## src/rtl/srst_ctrl_pkg.sv

```systemverilog
package srst_ctrl_pkg;
  typedef struct packed {
    logic wrFull;   // replace whole word
    logic wrSet;    // OR in write data
    logic wrClr;    // AND-NOT write data
    logic gateSet;  // drain finished, force clock gate
  } ctrlStrobe_t;
endpackage

```

## src/rtl/srst_ctrl_fsm.sv

```systemverilog
module srst_ctrl_fsm
  import srst_ctrl_pkg::*;
#(
  parameter int ADDR_W       = 4,
  parameter int DRAIN_CYCLES = 4
) (
  input  logic              clk,
  input  logic              rstN,
  input  logic              busWe,
  input  logic [ADDR_W-1:0] busAddr,
  input  logic              srActive,
  output ctrlStrobe_t       strb
);
  localparam int CNT_W = $clog2(DRAIN_CYCLES) + 1;
  localparam logic [CNT_W-1:0]  LAST     = CNT_W'(DRAIN_CYCLES - 1);
  localparam logic [ADDR_W-1:0] OFF_BASE = ADDR_W'(0);
  localparam logic [ADDR_W-1:0] OFF_SET  = ADDR_W'(4);
  localparam logic [ADDR_W-1:0] OFF_CLR  = ADDR_W'(8);

  logic [CNT_W-1:0] drainCnt;

  always_ff @(posedge clk) begin
    if (!rstN)              drainCnt <= '0;
    else if (!srActive)     drainCnt <= '0;
    else if (drainCnt != LAST) drainCnt <= drainCnt + 1'b1;
  end

  always_comb begin
    strb.wrFull  = busWe && (busAddr == OFF_BASE);
    strb.wrSet   = busWe && (busAddr == OFF_SET);
    strb.wrClr   = busWe && (busAddr == OFF_CLR);
    strb.gateSet = srActive && (drainCnt == LAST);
  end


  strobe_excl_chk: assert property (@(posedge clk) disable iff (!rstN)
    $onehot0({strb.wrFull, strb.wrSet, strb.wrClr}));


  drain_restart_chk: assert property (@(posedge clk) disable iff (!rstN)
    $rose(srActive) |-> (drainCnt == '0));
endmodule

```

## src/rtl/srst_ctrl_dp.sv

```systemverilog
module srst_ctrl_dp
  import srst_ctrl_pkg::*;
#(
  parameter int DATA_W = 32
) (
  input  logic              clk,
  input  logic              rstN,
  input  ctrlStrobe_t       strb,
  input  logic [DATA_W-1:0] wrData,
  output logic [DATA_W-1:0] word,
  output logic              srActive,
  output logic              clkEnable,
  output logic              modReset
);
  localparam int SR_BIT   = DATA_W - 1;
  localparam int GATE_BIT = DATA_W - 2;
  localparam logic [DATA_W-1:0] LOW_MASK = {2'b00, {(DATA_W-2){1'b1}}};

  logic [DATA_W-1:0] wordQ, wordNxt;

  always_comb begin
    wordNxt = wordQ;
    if (strb.wrFull)      wordNxt = wrData;
    else if (strb.wrSet)  wordNxt = wordQ | wrData;
    else if (strb.wrClr)  wordNxt = wordQ & ~wrData;
    if (strb.gateSet)     wordNxt[GATE_BIT] = 1'b1;
    if (wordNxt[SR_BIT])  wordNxt = wordNxt & ~LOW_MASK;
  end

  always_ff @(posedge clk) begin
    if (!rstN) wordQ <= '0;
    else       wordQ <= wordNxt;
  end

  assign word      = wordQ;
  assign srActive  = wordQ[SR_BIT];
  assign modReset  = wordQ[SR_BIT];
  assign clkEnable = ~wordQ[GATE_BIT];


  low_clear_chk: assert property (@(posedge clk) disable iff (!rstN)
    wordQ[SR_BIT] |-> ((wordQ & LOW_MASK) == '0));


  hw_gate_chk: assert property (@(posedge clk) disable iff (!rstN)
    strb.gateSet |=> wordQ[GATE_BIT]);


  gate_fall_chk: assert property (@(posedge clk) disable iff (!rstN)
    $fell(wordQ[GATE_BIT]) |-> $past(strb.wrFull || strb.wrClr));


  sr_fall_chk: assert property (@(posedge clk) disable iff (!rstN)
    $fell(wordQ[SR_BIT]) |-> $past(strb.wrFull || strb.wrClr));
endmodule

```

## src/rtl/srst_ctrl_reg.sv

```systemverilog
module srst_ctrl_reg
  import srst_ctrl_pkg::*;
#(
  parameter int DATA_W       = 32,
  parameter int ADDR_W       = 4,
  parameter int DRAIN_CYCLES = 4
) (
  input  logic              clk,
  input  logic              rstN,
  input  logic              busWe,
  input  logic [ADDR_W-1:0] busAddr,
  input  logic [DATA_W-1:0] busWdata,
  output logic [DATA_W-1:0] busRdata,
  output logic              clkEnable,
  output logic              modReset
);
  ctrlStrobe_t strb;
  logic        srActive;

  srst_ctrl_fsm #(.ADDR_W(ADDR_W), .DRAIN_CYCLES(DRAIN_CYCLES)) i_fsm (
    .clk(clk), .rstN(rstN), .busWe(busWe), .busAddr(busAddr),
    .srActive(srActive), .strb(strb)
  );

  srst_ctrl_dp #(.DATA_W(DATA_W)) i_dp (
    .clk(clk), .rstN(rstN), .strb(strb), .wrData(busWdata),
    .word(busRdata), .srActive(srActive),
    .clkEnable(clkEnable), .modReset(modReset)
  );
endmodule

```

## config.mk

```make
export PLATFORM = sky130hd
export DESIGN_NAME = srst_ctrl_reg
export DESIGN_NICKNAME = d
export VERILOG_FILES = /design/src/rtl/srst_ctrl_pkg.sv /design/src/rtl/srst_ctrl_fsm.sv /design/src/rtl/srst_ctrl_dp.sv /design/src/rtl/srst_ctrl_reg.sv
export SDC_FILE = /design/constraint.sdc
export NUM_CORES = 1
export LEC_CHECK = 0
export CORE_MARGIN = 2
export CORE_UTILIZATION = 35
export DETAILED_ROUTE_END_ITERATION = 8
export PLACE_DENSITY = 0.7
export RECOVER_POWER = 100
export SLEW_MARGIN = 5
export SYNTH_ARGS = -nofsm -noshare
export SYNTH_HDL_FRONTEND = slang
export SYNTH_SLANG_ARGS = --single-unit
```

## constraint.sdc

```tcl
create_clock -name clk -period 2.2 [get_ports clk]
set_input_delay 0.44 -clock clk [delete_from_list [all_inputs] [get_ports clk]]
set_output_delay 0.44 -clock clk [all_outputs]
set_load 0.005 [all_outputs]
```

==> impl_metrics.ini, run 1 <==
[global_routing]
grt_util_met1 = 0.2134
antenna_found_initial = 0
grt_overflow = 0
use_met3 = 0.04762
gr-max-usage-layer = met2
grt_pass1_vias = 1614
use_met2 = 0.2850
grt_start_max_net_pins = 32
grt.total_usage = 0.1712
grt_pass1_wl_um = 7341

[synth]
synth-adder-area-share = 0.01403
synth-xor-area-share = 0.004909
synth_compound_area_frac = 0.3226
ys_ff_latch = 35
syn_inst = 194
postSynthAreaPerCell_um2 = 9.197
synth_top_area_share = 0.3927
synthTopCellsByArea = dfxtp_1 39%, a211oi_2 21%, nor2b_1 11%
synth_top_family_by_area = compound AO/OA/AOI/OAI gates
synthSimpleGateAreaFrac = 0.2055
synthesis.nets = 235
post-synth-top-area-cell = dfxtp_1
yosysSeqAreaShare = 0.3927
ys_warn_count = 0
synth.distinct_cells = 22
synth_mux_area_frac = 0.005610
synth_area_mm2 = 0.001784

[worst_setup_path]
crit_start = busAddr[1]
cp-end-kind = flop
r2r_cells = 4
crit_type = in -> reg
r2r-start = i_fsm.drainCnt[0]
start_kind = primary input
cp.arrival_ns = 2.18
path_max_fanout = 16
required_ns = 2.41

[clock_tree]
clock-root-buffer = clkbuf_8
clock_latency_ns = 0.29
cts_buffers = 5
cts_tree = done
cts.clk_slew.worst_paths_ns = 0.07
cts_setup_buffers = 0
h-tree-depth = 2
cts_resized = 0
holdBufCountCts = 0
cts.sinks = 35
cts_max_path_buffers = 2

[worst_hold_path]
worstHoldStart = i_fsm.drainCnt[2]
hold_path.class = reg -> reg
min_path_cells = 2

[timing]
rsz0062_at_grt = false
finalMaxSlewViolations = 0
hold_viol_final = 0
skew_ns = 0.002819
setup_violations = 0
fin_crit_sh = 0.8996
relSlewSlack = 0.7752
fmax_ghz = 0.5053
worst_slew_pin_slew_ns = 0.3371
min_period_ns = 1.979
finalSetupTns_ns = 0

[cells_and_area]
drive_gt1_frac = 0.1561
final_cell_mix = 37 x clkdlybuf4s50_1, 35 x dfxtp_1, 35 x dlygate4sd3_1
layout_commonest_cell = clkdlybuf4s50_1
fin_cells = 336
antennaDiodeCount = 0
nNetsFinal = 309
fill_cells = 464
synthToLayoutAreaGrowth_pct = 50.28
fin_util = 0.5566

[drt]
wl_um = 4574
drcViolationCount = 0
wl_per_cell_um = 13.61
postRouteAntennaNets = 0
vias_per_cell = 4.860
first_pass_iters = 4
drtIter0Drc = 57
num_vias = 1633

[floorplanning]
rows = 25
die_y_um = 75.40
io-pin-count = 73
dieWidth_um = 75.40
core_area_mm2 = 0.004817
die_area_mm2 = 0.005685
start_util = 0.3704

[placed_design]
portBuffers = 72
placed_cells = 328
gp_congestion = 0.6929
place_hpwl_um = 3181

[power_and_ir_drop]
totalPowerFinal_mw = 1.308
p_per_area_mw_per_mm2 = 487.8
p_leak_nw = 0.9875
peakVddDrop_v = 0.0002961

[run_status]
status = completed

[job]
cap_viol_max_count = 0
[cell type report]
| cell class | count | area, um^2 | area share |
|---|---|---|---|
| multi-input combinational | 141 | 954.7 | 0.3560 |
| timing repair buffer | 83 | 853.3 | 0.3182 |
| sequential | 35 | 700.7 | 0.2613 |
| tap | 67 | 83.83 | 0.03126 |
| clock buffer | 7 | 76.32 | 0.02846 |
| inverter | 2 | 7.507 | 0.002800 |
| clock inverter | 1 | 5.005 | 0.001867 |
[worst max-delay path, cell delays in order]
cell and delay, ns:
dlygate4sd3_1 0.56, or4b_4 0.52, o21a_1 0.27, buf_12 0.18, a211oi_1 0.20
[synthesized netlist by cell type, drive strengths merged]
cell type,n
a211oi,30
a21bo,1
a21boi,1
a21oi,1
a22oi,1
and2,1
buf,7
clkbuf,9
dfxtp,35
ha,2
inv,2
mux2i,1
nand2,31
nor2,4
nor2b,32
nor4b,1
o21a,2
o21ai,31
or4b,1
xor2,1
[cell families (layout without fill, tap and decap cells)]
group                      after synthesis  in the layout
DFF                                     35             35
muxes                                    1              1
adders and majority gates                2              2
AOI/OAI and AO/OA                       67             67
and+or+nand+nor                         70             70
buffers and inverters                   18             93
xor gates and xnor gates                 1              1
[per-stage QoR]
stage | hold WS, ns | instance area, um^2 | setup slack [ns]
after floorplan | 0.4544 | 1784 | 0.5585
after global placement | 0.4682 | 2641 | 0.08977
after detailed placement | 0.4829 | 2641 | 0.06377
after CTS | 0.4975 | 2723 | 0.3638
after global routing | 0.5067 | 2681 | 0.1650
final | 0.4936 | 2681 | 0.2209
[worst paths after layout]
| kind | to | slack (ns) |
|---|---|---|
| setup / recovery | i_dp.word[15] | 0.22 |
| hold reg to reg | i_fsm.drainCnt[2] | 0.49 |
| setup reg to reg | i_dp.word[30] | 1.04 |
| hold / removal | i_fsm.drainCnt[2] | 0.49 |
[power breakdown]
group / internal [mW] / total (mW) / switching [mW]
logic: 0.124 / 0.210 / 0.0850
registers: 0.646 / 0.652 / 0.00600
clock network: 0.222 / 0.447 / 0.225
[registers in the layout, summed over array words and instances (netlist names)]
name            flops
i_dp.word          32
i_fsm.drainCnt      3
[routing by layer]
layer | wire [um] | vias to the layer above | share of wire
met1 | 2132 | 768 | 0.47
met5 | 0 | - | 0
met2 | 2126 | 42 | 0.46
li1 | - | 818 | -
met4 | 57 | 0 | 0.012
met3 | 258 | 5 | 0.056
(Power assumes the default switching activity.)
==> run 2: changes to the inputs <==
--- a/config.mk
+++ b/config.mk
@@ -10,7 +10,6 @@
 export DETAILED_ROUTE_END_ITERATION = 8
 export PLACE_DENSITY = 0.7
 export RECOVER_POWER = 100
-export SLEW_MARGIN = 5
 export SYNTH_ARGS = -nofsm -noshare
 export SYNTH_HDL_FRONTEND = slang
 export SYNTH_SLANG_ARGS = --single-unit
==> results of run 2 <==
The final DEF is identical to that of run 1; final timing and power are the same.
==> run 3: changes to the inputs <==
--- a/config.mk
+++ b/config.mk
@@ -7,6 +7,7 @@
 export LEC_CHECK = 0
 export CORE_MARGIN = 2
 export CORE_UTILIZATION = 35
+export CTS_CLUSTER_DIAMETER = 30
 export DETAILED_ROUTE_END_ITERATION = 8
 export PLACE_DENSITY = 0.7
 export RECOVER_POWER = 100
==> results of run 3 <==
The final DEF is identical to that of run 1; final timing and power are the same.
